## src/rtl/xpt_pkg.sv

```systemverilog
package xpt_pkg;

  typedef enum logic [1:0] {
    PRE_BCAST_A  = 2'b00,
    PRE_BCAST_B  = 2'b01,
    PRE_PAIRS    = 2'b10,
    PRE_STRAIGHT = 2'b11
  } preset_e;

  // Source input (0-based) that a preset map assigns to output k.
  function automatic int unsigned preset_src(preset_e p, int unsigned k, int unsigned n_in);
    int unsigned src;
    case (p)
      PRE_BCAST_A: src = 0;
      PRE_BCAST_B: src = 1;
      PRE_PAIRS:   src = (k / 2) * 2;
      default:     src = k;
    endcase
    return src % n_in;
  endfunction

  // A code routes when it is nonzero and names an existing input.
  function automatic logic code_routes(int unsigned code, int unsigned n_in);
    return (code != 0) && (code <= n_in);
  endfunction

  // Nonzero codes above the input count are invalid.
  function automatic logic code_bad(int unsigned code, int unsigned n_in);
    return code > n_in;
  endfunction

endpackage

```

## src/rtl/xpt_stage_reg.sv

```systemverilog
module xpt_stage_reg #(
  parameter int N_OUT  = 4,
  parameter int CODE_W = 3,
  localparam int VEC_W = N_OUT * CODE_W
) (
  input  logic             clk,
  input  logic             rst,
  input  logic             we_i,
  input  logic [VEC_W-1:0] wdata_i,
  output logic [VEC_W-1:0] stage_o
);

  logic [VEC_W-1:0] stage_q;

  always_ff @(posedge clk) begin
    if (rst) begin
      stage_q <= '0;
    end else if (we_i) begin
      stage_q <= wdata_i;
    end
  end

  assign stage_o = stage_q;

endmodule

```

## src/rtl/xpt_active_reg.sv

```systemverilog
module xpt_active_reg
  import xpt_pkg::*;
#(
  parameter int N_OUT  = 4,
  parameter int N_IN   = 4,
  parameter int CODE_W = 3,
  localparam int VEC_W = N_OUT * CODE_W
) (
  input  logic             clk,
  input  logic             rst,
  input  logic             load_i,
  input  logic [VEC_W-1:0] stage_i,
  output logic [VEC_W-1:0] act_o,
  output logic             err_o
);

  logic [VEC_W-1:0] act_q;
  logic             err_q;
  logic [N_OUT-1:0] bad;

  // Per-output invalid-code detection on the staged word.
  for (genvar k = 0; k < N_OUT; k++) begin : g_bad
    assign bad[k] = code_bad(int'(stage_i[k*CODE_W +: CODE_W]), N_IN);
  end

  always_ff @(posedge clk) begin
    if (rst) begin
      act_q <= '0;
      err_q <= 1'b0;
    end else if (load_i) begin
      act_q <= stage_i;
      err_q <= |bad;
    end
  end

  assign act_o = act_q;
  assign err_o = err_q;

endmodule

```

## src/rtl/xpt_route_sel.sv

```systemverilog
module xpt_route_sel
  import xpt_pkg::*;
#(
  parameter int N_OUT  = 4,
  parameter int N_IN   = 4,
  parameter int CODE_W = 3,
  localparam int VEC_W = N_OUT * CODE_W,
  localparam int IDX_W = (N_IN > 1) ? $clog2(N_IN) : 1
) (
  input  logic                   mode_i,
  input  logic [1:0]             sel_i,
  input  logic [VEC_W-1:0]       act_i,
  output logic [N_OUT*IDX_W-1:0] idx_o,
  output logic [N_OUT-1:0]       en_o
);

  for (genvar k = 0; k < N_OUT; k++) begin : g_out
    logic [CODE_W-1:0] code;
    logic [IDX_W-1:0]  reg_idx;
    logic [IDX_W-1:0]  pre_idx;
    logic              reg_en;

    assign code    = act_i[k*CODE_W +: CODE_W];
    assign reg_en  = code_routes(int'(code), N_IN);
    assign reg_idx = IDX_W'(int'(code) - 1);
    assign pre_idx = IDX_W'(preset_src(preset_e'(sel_i), k, N_IN));

    // Preset mode overrides the active register for every output.
    assign en_o[k]                  = mode_i ? 1'b1 : reg_en;
    assign idx_o[k*IDX_W +: IDX_W]  = mode_i ? pre_idx : reg_idx;
  end

endmodule

```

## src/rtl/xpt_out_mux.sv

```systemverilog
module xpt_out_mux #(
  parameter int N_OUT = 4,
  parameter int N_IN  = 4,
  localparam int IDX_W = (N_IN > 1) ? $clog2(N_IN) : 1
) (
  input  logic                   clk,
  input  logic                   rst,
  input  logic [N_IN-1:0]        din_i,
  input  logic [N_OUT*IDX_W-1:0] idx_i,
  input  logic [N_OUT-1:0]       en_i,
  output logic [N_OUT-1:0]       dout_o,
  output logic [N_OUT-1:0]       en_o
);

  logic [N_OUT-1:0] dout_d;
  logic [N_OUT-1:0] dout_q;
  logic [N_OUT-1:0] en_q;

  for (genvar k = 0; k < N_OUT; k++) begin : g_mux
    logic [IDX_W-1:0] idx;
    assign idx       = idx_i[k*IDX_W +: IDX_W];
    assign dout_d[k] = en_i[k] & din_i[idx];
  end

  always_ff @(posedge clk) begin
    if (rst) begin
      dout_q <= '0;
      en_q   <= '0;
    end else begin
      dout_q <= dout_d;
      en_q   <= en_i;
    end
  end

  assign dout_o = dout_q;
  assign en_o   = en_q;

endmodule

```

## src/rtl/xpt_cfg_top.sv

```systemverilog
module xpt_cfg_top #(
  parameter int N_OUT  = 4,
  parameter int N_IN   = 4,
  parameter int CODE_W = 3,
  localparam int VEC_W = N_OUT * CODE_W,
  localparam int IDX_W = (N_IN > 1) ? $clog2(N_IN) : 1
) (
  input  logic             clk,
  input  logic             rst,
  input  logic             stage_we,
  input  logic [VEC_W-1:0] stage_data,
  input  logic             load,
  input  logic             preset_mode,
  input  logic [1:0]       preset_sel,
  input  logic [N_IN-1:0]  din,
  output logic [N_OUT-1:0] dout,
  output logic [N_OUT-1:0] dout_en,
  output logic             cfg_err
);

  logic [VEC_W-1:0]       stage_q;
  logic [VEC_W-1:0]       act_q;
  logic [N_OUT*IDX_W-1:0] route_idx;
  logic [N_OUT-1:0]       route_en;

  xpt_stage_reg #(.N_OUT(N_OUT), .CODE_W(CODE_W)) u_stage (
    .clk     (clk),
    .rst     (rst),
    .we_i    (stage_we),
    .wdata_i (stage_data),
    .stage_o (stage_q)
  );

  xpt_active_reg #(.N_OUT(N_OUT), .N_IN(N_IN), .CODE_W(CODE_W)) u_active (
    .clk     (clk),
    .rst     (rst),
    .load_i  (load),
    .stage_i (stage_q),
    .act_o   (act_q),
    .err_o   (cfg_err)
  );

  xpt_route_sel #(.N_OUT(N_OUT), .N_IN(N_IN), .CODE_W(CODE_W)) u_route (
    .mode_i (preset_mode),
    .sel_i  (preset_sel),
    .act_i  (act_q),
    .idx_o  (route_idx),
    .en_o   (route_en)
  );

  xpt_out_mux #(.N_OUT(N_OUT), .N_IN(N_IN)) u_mux (
    .clk    (clk),
    .rst    (rst),
    .din_i  (din),
    .idx_i  (route_idx),
    .en_i   (route_en),
    .dout_o (dout),
    .en_o   (dout_en)
  );

endmodule

```

## config.mk

```make
export PLATFORM = sky130hd
export DESIGN_NAME = xpt_cfg_top
export DESIGN_NICKNAME = d
export VERILOG_FILES = /design/src/rtl/xpt_pkg.sv /design/src/rtl/xpt_stage_reg.sv /design/src/rtl/xpt_active_reg.sv /design/src/rtl/xpt_route_sel.sv /design/src/rtl/xpt_out_mux.sv /design/src/rtl/xpt_cfg_top.sv
export SDC_FILE = /design/constraint.sdc
export NUM_CORES = 1
export LEC_CHECK = 0
export BUFFER_PORTS_ARGS = -buffer_cell sky130_fd_sc_hd__buf_2
export CAP_MARGIN = 25
export CORE_UTILIZATION = 25
export CTS_CLUSTER_DIAMETER = 40
export DETAILED_ROUTE_END_ITERATION = 16
export GPL_TIMING_DRIVEN = 0
export PLACE_DENSITY = 0.41
export SETUP_SLACK_MARGIN = 0.4
export SLEW_MARGIN = 20
export SYNTH_ARGS = -nofsm -noshare
export SYNTH_HDL_FRONTEND = slang
export SYNTH_SLANG_ARGS = --single-unit
```

## constraint.sdc

```tcl
create_clock -name clk -period 2 [get_ports clk]
set_input_delay 0.4 -clock clk [delete_from_list [all_inputs] [get_ports clk]]
set_output_delay 0.4 -clock clk [all_outputs]
set_load 0.01 [all_outputs]
```

# Word level (Yosys, flattened, before mapping)
# Cells that the tools add are included.
[totals]
out_inout_bits = 9
elab_cells = 58
input_bits = 23
regBits = 33
[op_classes]
eq_ne = 2
mux = 20
n_bitwise = 4
add_sub_neg = 4
reduce_logical = 11
order_cmp = 12
[op_table]
columns = ["operator", "count"]
rows = [
  ["$gt 3x3->1 const B", 4],
  ["$le 3x3->1 const B", 4],
  ["$lt 2x3->1 const B", 4],
  ["$reduce_bool 3->1", 4],
  ["$mux 1", 10],
  ["$bmux 1 s2", 4],
  ["$mux 2", 4],
  ["$sub 2x1->2 const B", 4],
  ["$pmux 2 s3", 1],
  ["$and 1x1->1", 4],
  ["$logic_and 1x1->1", 4],
  ["$pmux 2 s2", 1],
  ["$reduce_or 4->1", 1],
  ["$eq 2x1->1 const B", 1],
  ["$eq 2x2->1 const B", 1],
  ["$logic_not 2->1", 1],
  ["$reduce_or 2->1", 1],
]

# Depth between registers and ports, before layout
[logic_depth]
ltp_word = 7
mapped_depth = 6

# Cells and area by module
# Synthesis repeated with hierarchy kept, for this count alone.
[hier_totals]
cells_unflattened = 138
area_unflattened_um2 = 1431.4
[modules_own_cells]
columns = ["mod", "instances", "seq_area_each_um2", "cells_each", "area_per_inst_um2"]
rows = [
  ["xpt_active_reg", 1, 260.2, 47, 498.0],
  ["xpt_stage_reg", 1, 240.2, 38, 420.4],
  ["xpt_out_mux", 1, 160.2, 20, 300.3],
  ["xpt_route_sel", 1, 0.0, 33, 212.7],
]

# Least setup slack after synthesis
# OpenSTA, ideal clock, no wires.
[synth_timing]
kind = "register -> register"
startpoint = "register u_active.act_q[0] (netlist: u_active.act_o[0])"
endpoint = "register u_mux.dout_q[0] (netlist: u_mux.dout_o[0])"
t_required_ns = 1.897
slack_ns = 0.687
path_stages_with_launch = 6
t_arrival_ns = 1.209
path_cell_list = "dfxtp_1 -> inv_1 -> ha_1 -> mux4_2 -> nor2_1 -> a2111oi_2"
[synth_via]
elab_chain_len = 5
elab_cells_between_ends = 9
[synth_lines]
columns = ["item", "line", "source"]
rows = [
  ["start: declaration", "xpt_active_reg.sv:17", "logic [VEC_W-1:0] act_q;"],
  ["start signal: assignment", "xpt_active_reg.sv:31", "act_q <= stage_i;"],
  ["$sub 2x1->2", "xpt_route_sel.sv:25", "assign reg_idx = IDX_W'(int'(code) - 1);"],
  ["$mux 2", "xpt_route_sel.sv:30", "assign idx_o[k*IDX_W +: IDX_W] = mode_i ? pre_idx : reg_idx;"],
  ["$bmux 1 s2", "xpt_out_mux.sv:22", "assign dout_d[k] = en_i[k] & din_i[idx];"],
  ["$mux 1 (not written as such)", "xpt_out_mux.sv:22", ""],
  ["$and 1x1->1 (*)", "xpt_out_mux.sv:22", ""],
  ["end signal: assignment", "xpt_out_mux.sv:30", "dout_q <= dout_d;"],
  ["end: declaration", "xpt_out_mux.sv:16", "logic [N_OUT-1:0] dout_q;"],
]
# Every way passes the cells marked *; elsewhere a longest branch is shown, timed or not. The select of a mux whose other input is x is not followed.
# A chain may end at the register's enable or synchronous reset.

# Worst setup path in the final report
[layout_timing]
startpoint = "register u_active.act_q[6] (netlist: u_active.act_o[6])"
endpoint = "register u_mux.dout_q[2] (netlist: u_mux.dout_o[2])"
# Same word-level chain as after synthesis.

==> out/metrics.csv <==
stage,metric,value,unit
status,outcome,"complete, no violations",
setup_path,worstSetupPathType,flop to flop,
cells_and_area,final_common_cell,nor2_1,
power_and_ir_drop,leakage,0.8198,nW
power_and_ir_drop,seqPwrFrac,48.4,%
die,num_rows,27,
setup_path,crit_family,compound AO/OA/AOI/OAI gates,
clock_tree,cts_max_path_buffers,2,
setup_path,cp_max_fo,4,
setup_path,critPathArrivalTime,1.63,ns
timing,fmax,690.6,MHz
global_route,grt_max_degree,11,
synth,synth_top_area_share,43.71,%
power_and_ir_drop,p_int,1.104,mW
setup_path,r2r_slack,0.55,ns
setup_path,critPathLaunch,u_active.act_o[6]$_SDFFE_PP0P_,
die,initial_utilization,26.63,%
die,die_y,79.76,um
clock_tree,cts_tree,built,
global_route,grt.total_usage,11.49,%
clock_tree,cts_htree_levels,2,
setup_path,cp.required,2.18,ns
route,post_drt_wl_per_cell,12.64,um
synth,yosysWarnings,0,
setup_path,worstSetupEndpointType,flop,
cells_and_area,diodes,0,
global_route,grt_pass1_wl,5409,um
setup_path,crit_chain,inv_1 > ha_1 > a211oi_1 > a31oi_1 > a21oi_1 > a2111oi_2,
synth,ys_seq_area_share,43.71,%
timing,setup_tns,0,ns
place,port-buffer-count,29,
timing,drv_slew,0,
synth,synth_area,1511,sq um
setup_path,r2r-start,u_active.act_o[6]$_SDFFE_PP0P_,
synth,netlist.top_cell.by_area,dfxtp_1,
min_path,hold_path_depth,3,
power_and_ir_drop,ir_drop,0.2550,mV
clock_tree,cts_hold_buffers,0,
setup_path,setup.worst_path.start_class,flop,
synth,avgSynthCellArea,9.815,sq um
setup_path,crit_path_max_incr_delay,0.37,ns
die,core-area,5675,sq um
place,gp_congestion,0.7587,
cells_and_area,final_cell_mix,"nor2_1, dfxtp_1, buf_2, mux2i_1, inv_1",
clock_tree,cts_root_buffer,clkbuf_8,
power_and_ir_drop,power,1.477,mW
clock_tree,cts_resized,0,
timing,min_period,1.448,ns
die,fp.dieW,79.76,um
synth,synthCells,154,
timing,tightest_slew,0.5352,ns
power_and_ir_drop,pwr_density_cell,799.4,nW/um^2
setup_path,worst-path-buf-inv,1,
power_and_ir_drop,clockPowerShare,37.8,%
place,place_hpwl,2560,um
power_and_ir_drop,p_comb_share,13.7,%
power_and_ir_drop,p_sw_share,25.28,%
die,num_io_pins,32,
cells_and_area,nets,217,
min_path,hold_class,primary input to flop,
synth,ys_ff_latch,33,
timing,setup_violations,0,
global_route,antenna_found_initial,0,
clock_tree,clock_latency,0.28,ns
setup_path,r2r_end,u_mux.dout_o[2]$_SDFF_PP0_,
synth,synthDistinctLibCells,27,
route,ant_nets,0,
die,dieArea,6361,sq um
setup_path,crit_slowest_cell,dfxtp_1,
min_path,hold_end,u_stage.stage_o[1]$_SDFFE_PP0P_,
route,num_vias,1169,
clock_tree,cts_sinks,33,
cells_and_area,drive_gt1_share,27.75,%
global_route,overflow,0,
clock_tree,clk_pin_slew,0.07,ns
route,vias_per_cell,4.445,
route,drc,0,
cells_and_area,area_growth,22.27,%
clock_tree,numCtsBuffers,5,
timing,skew,0.003275,ns
setup_path,reg2reg_depth,6,
timing,rsz0062_at_grt,false,
timing,finalHoldViolations,0,
timing,hold-worst-slack,0.3461,ns
route,drt_iter0_markers,23,
synth,synth_fp_nets,181,
run,drv_cap,0,
clock_tree,cts_setup_buffers,0,
route,finalWirelength,3325,um
timing,relSlewSlack,64.32,%
synth,synth_area_leaders,"dfxtp_1, mux2i_1, nor2_1",
min_path,min-delay-start,stage_data[1],
timing,fin_crit_sh,72.40,%
power_and_ir_drop,p_switching,0.3734,mW
global_route,first_global_vias,1120,
route,first_pass_iters,4,
==> final cells by class <==
cell class	instances	area, sq um
plain buffers	8	61.31
clock buffers	7	96.34
clock inverters	1	5.005
fillers	607	3827
inverters	10	37.54
multi-input cells	103	752.0
flip-flops and latches	33	660.6
well taps	72	90.09
repair buffers	29	145.1
==> metal layers <==
layer	track usage [%]	wire, um	part of all wire [%]
met1	14.19	1550	47
met2	17.95	1475	44
met3	4.457	253	7.6
met4	4.286	46	1.4
met5	0	0	0
==> cells in the mapped netlist <==
master     instances
mux4_2             2
and2b_2            1
o21ai_0            6
nor2_1            36
nand2_2            1
mux2i_1           25
mux2_4             1
and4_1             1
buf_6              1
a21oi_1            4
dfxtp_1           33
nand2_1            5
inv_1             10
ha_1               4
a2111oi_2          4
nor2b_4            1
clkbuf_1           2
nand2b_1           1
clkbuf_8           2
a22oi_1            1
a211oi_1           2
nand3_1            1
xnor2_1            4
a211o_1            1
a31oi_1            1
o22ai_1            1
buf_2              3
==> how the worst max path moves through the flow <==
stage / endpoint / slack [ns] / depth (start not counted)
final: u_mux.dout_o[2]$_SDFF_PP0_ / 0.55 / 6
after detailed placement: u_mux.dout_o[2]$_SDFF_PP0_ / 0.55 / 6
after global placement: u_mux.dout_o[2]$_SDFF_PP0_ / 0.58 / 6
after floorplan: u_mux.dout_o[0]$_SDFF_PP0_ / 0.69 / 5
after global routing: u_mux.dout_o[1]$_SDFF_PP0_ / 0.41 / 5
after CTS: u_mux.dout_o[2]$_SDFF_PP0_ / 0.53 / 6
==> power by group through the flow <==
stage / combinational [mW] / clock [mW] / sequential (mW)
floorplan: 0.131 / 0 / 0.732
CTS: 0.206 / 0.582 / 0.716
global placement: 0.203 / 0 / 0.729
global route: 0.226 / 0.617 / 0.720
detailed placement: 0.206 / 0 / 0.731
finish: 0.203 / 0.559 / 0.716
==> flip-flops by register name (all words and copies together), names as in the netlist <==
| signal | cells |
|---|---|
| u_active.act_o | 12 |
| u_mux.en_o | 4 |
| u_active.err_o | 1 |
| u_stage.stage_o | 12 |
| u_mux.dout_o | 4 |
==> cell families after synthesis <==
kind of cell | count (synthesis) | synth area share, %
multiplexers | 28 | 20.53
adder cells (fa/ha/maj) | 4 | 3.311
flip-flops | 33 | 43.71
AND/OR/NAND/NOR | 47 | 13.41
AO/OA/AOI/OAI | 20 | 10.18
buffers and inverters | 18 | 6.540
XOR/XNOR | 4 | 2.318
==> worst register-to-register path: stages, from the launching register on <==
cell and delay [ns]:
dfxtp_1 0.37, inv_1 0.08, ha_1 0.30, a211oi_1 0.05, a31oi_1 0.14, a21oi_1 0.07, a2111oi_2 0.34
==> metrics by stage <==
stage | cells | setup slack, ns | utilization (%) | cell area (sq um)
CTS | 263 | 0.5324 | 32.56 | 1848
floorplan | 154 | 0.6873 | - | 1511
finish | 263 | 0.5519 | 32.56 | 1848
global placement | 255 | 0.5813 | 30.78 | 1747
global route | 263 | 0.4132 | 32.56 | 1848
detailed placement | 255 | 0.5481 | 30.78 | 1747
(Power assumes the default switching activity.)
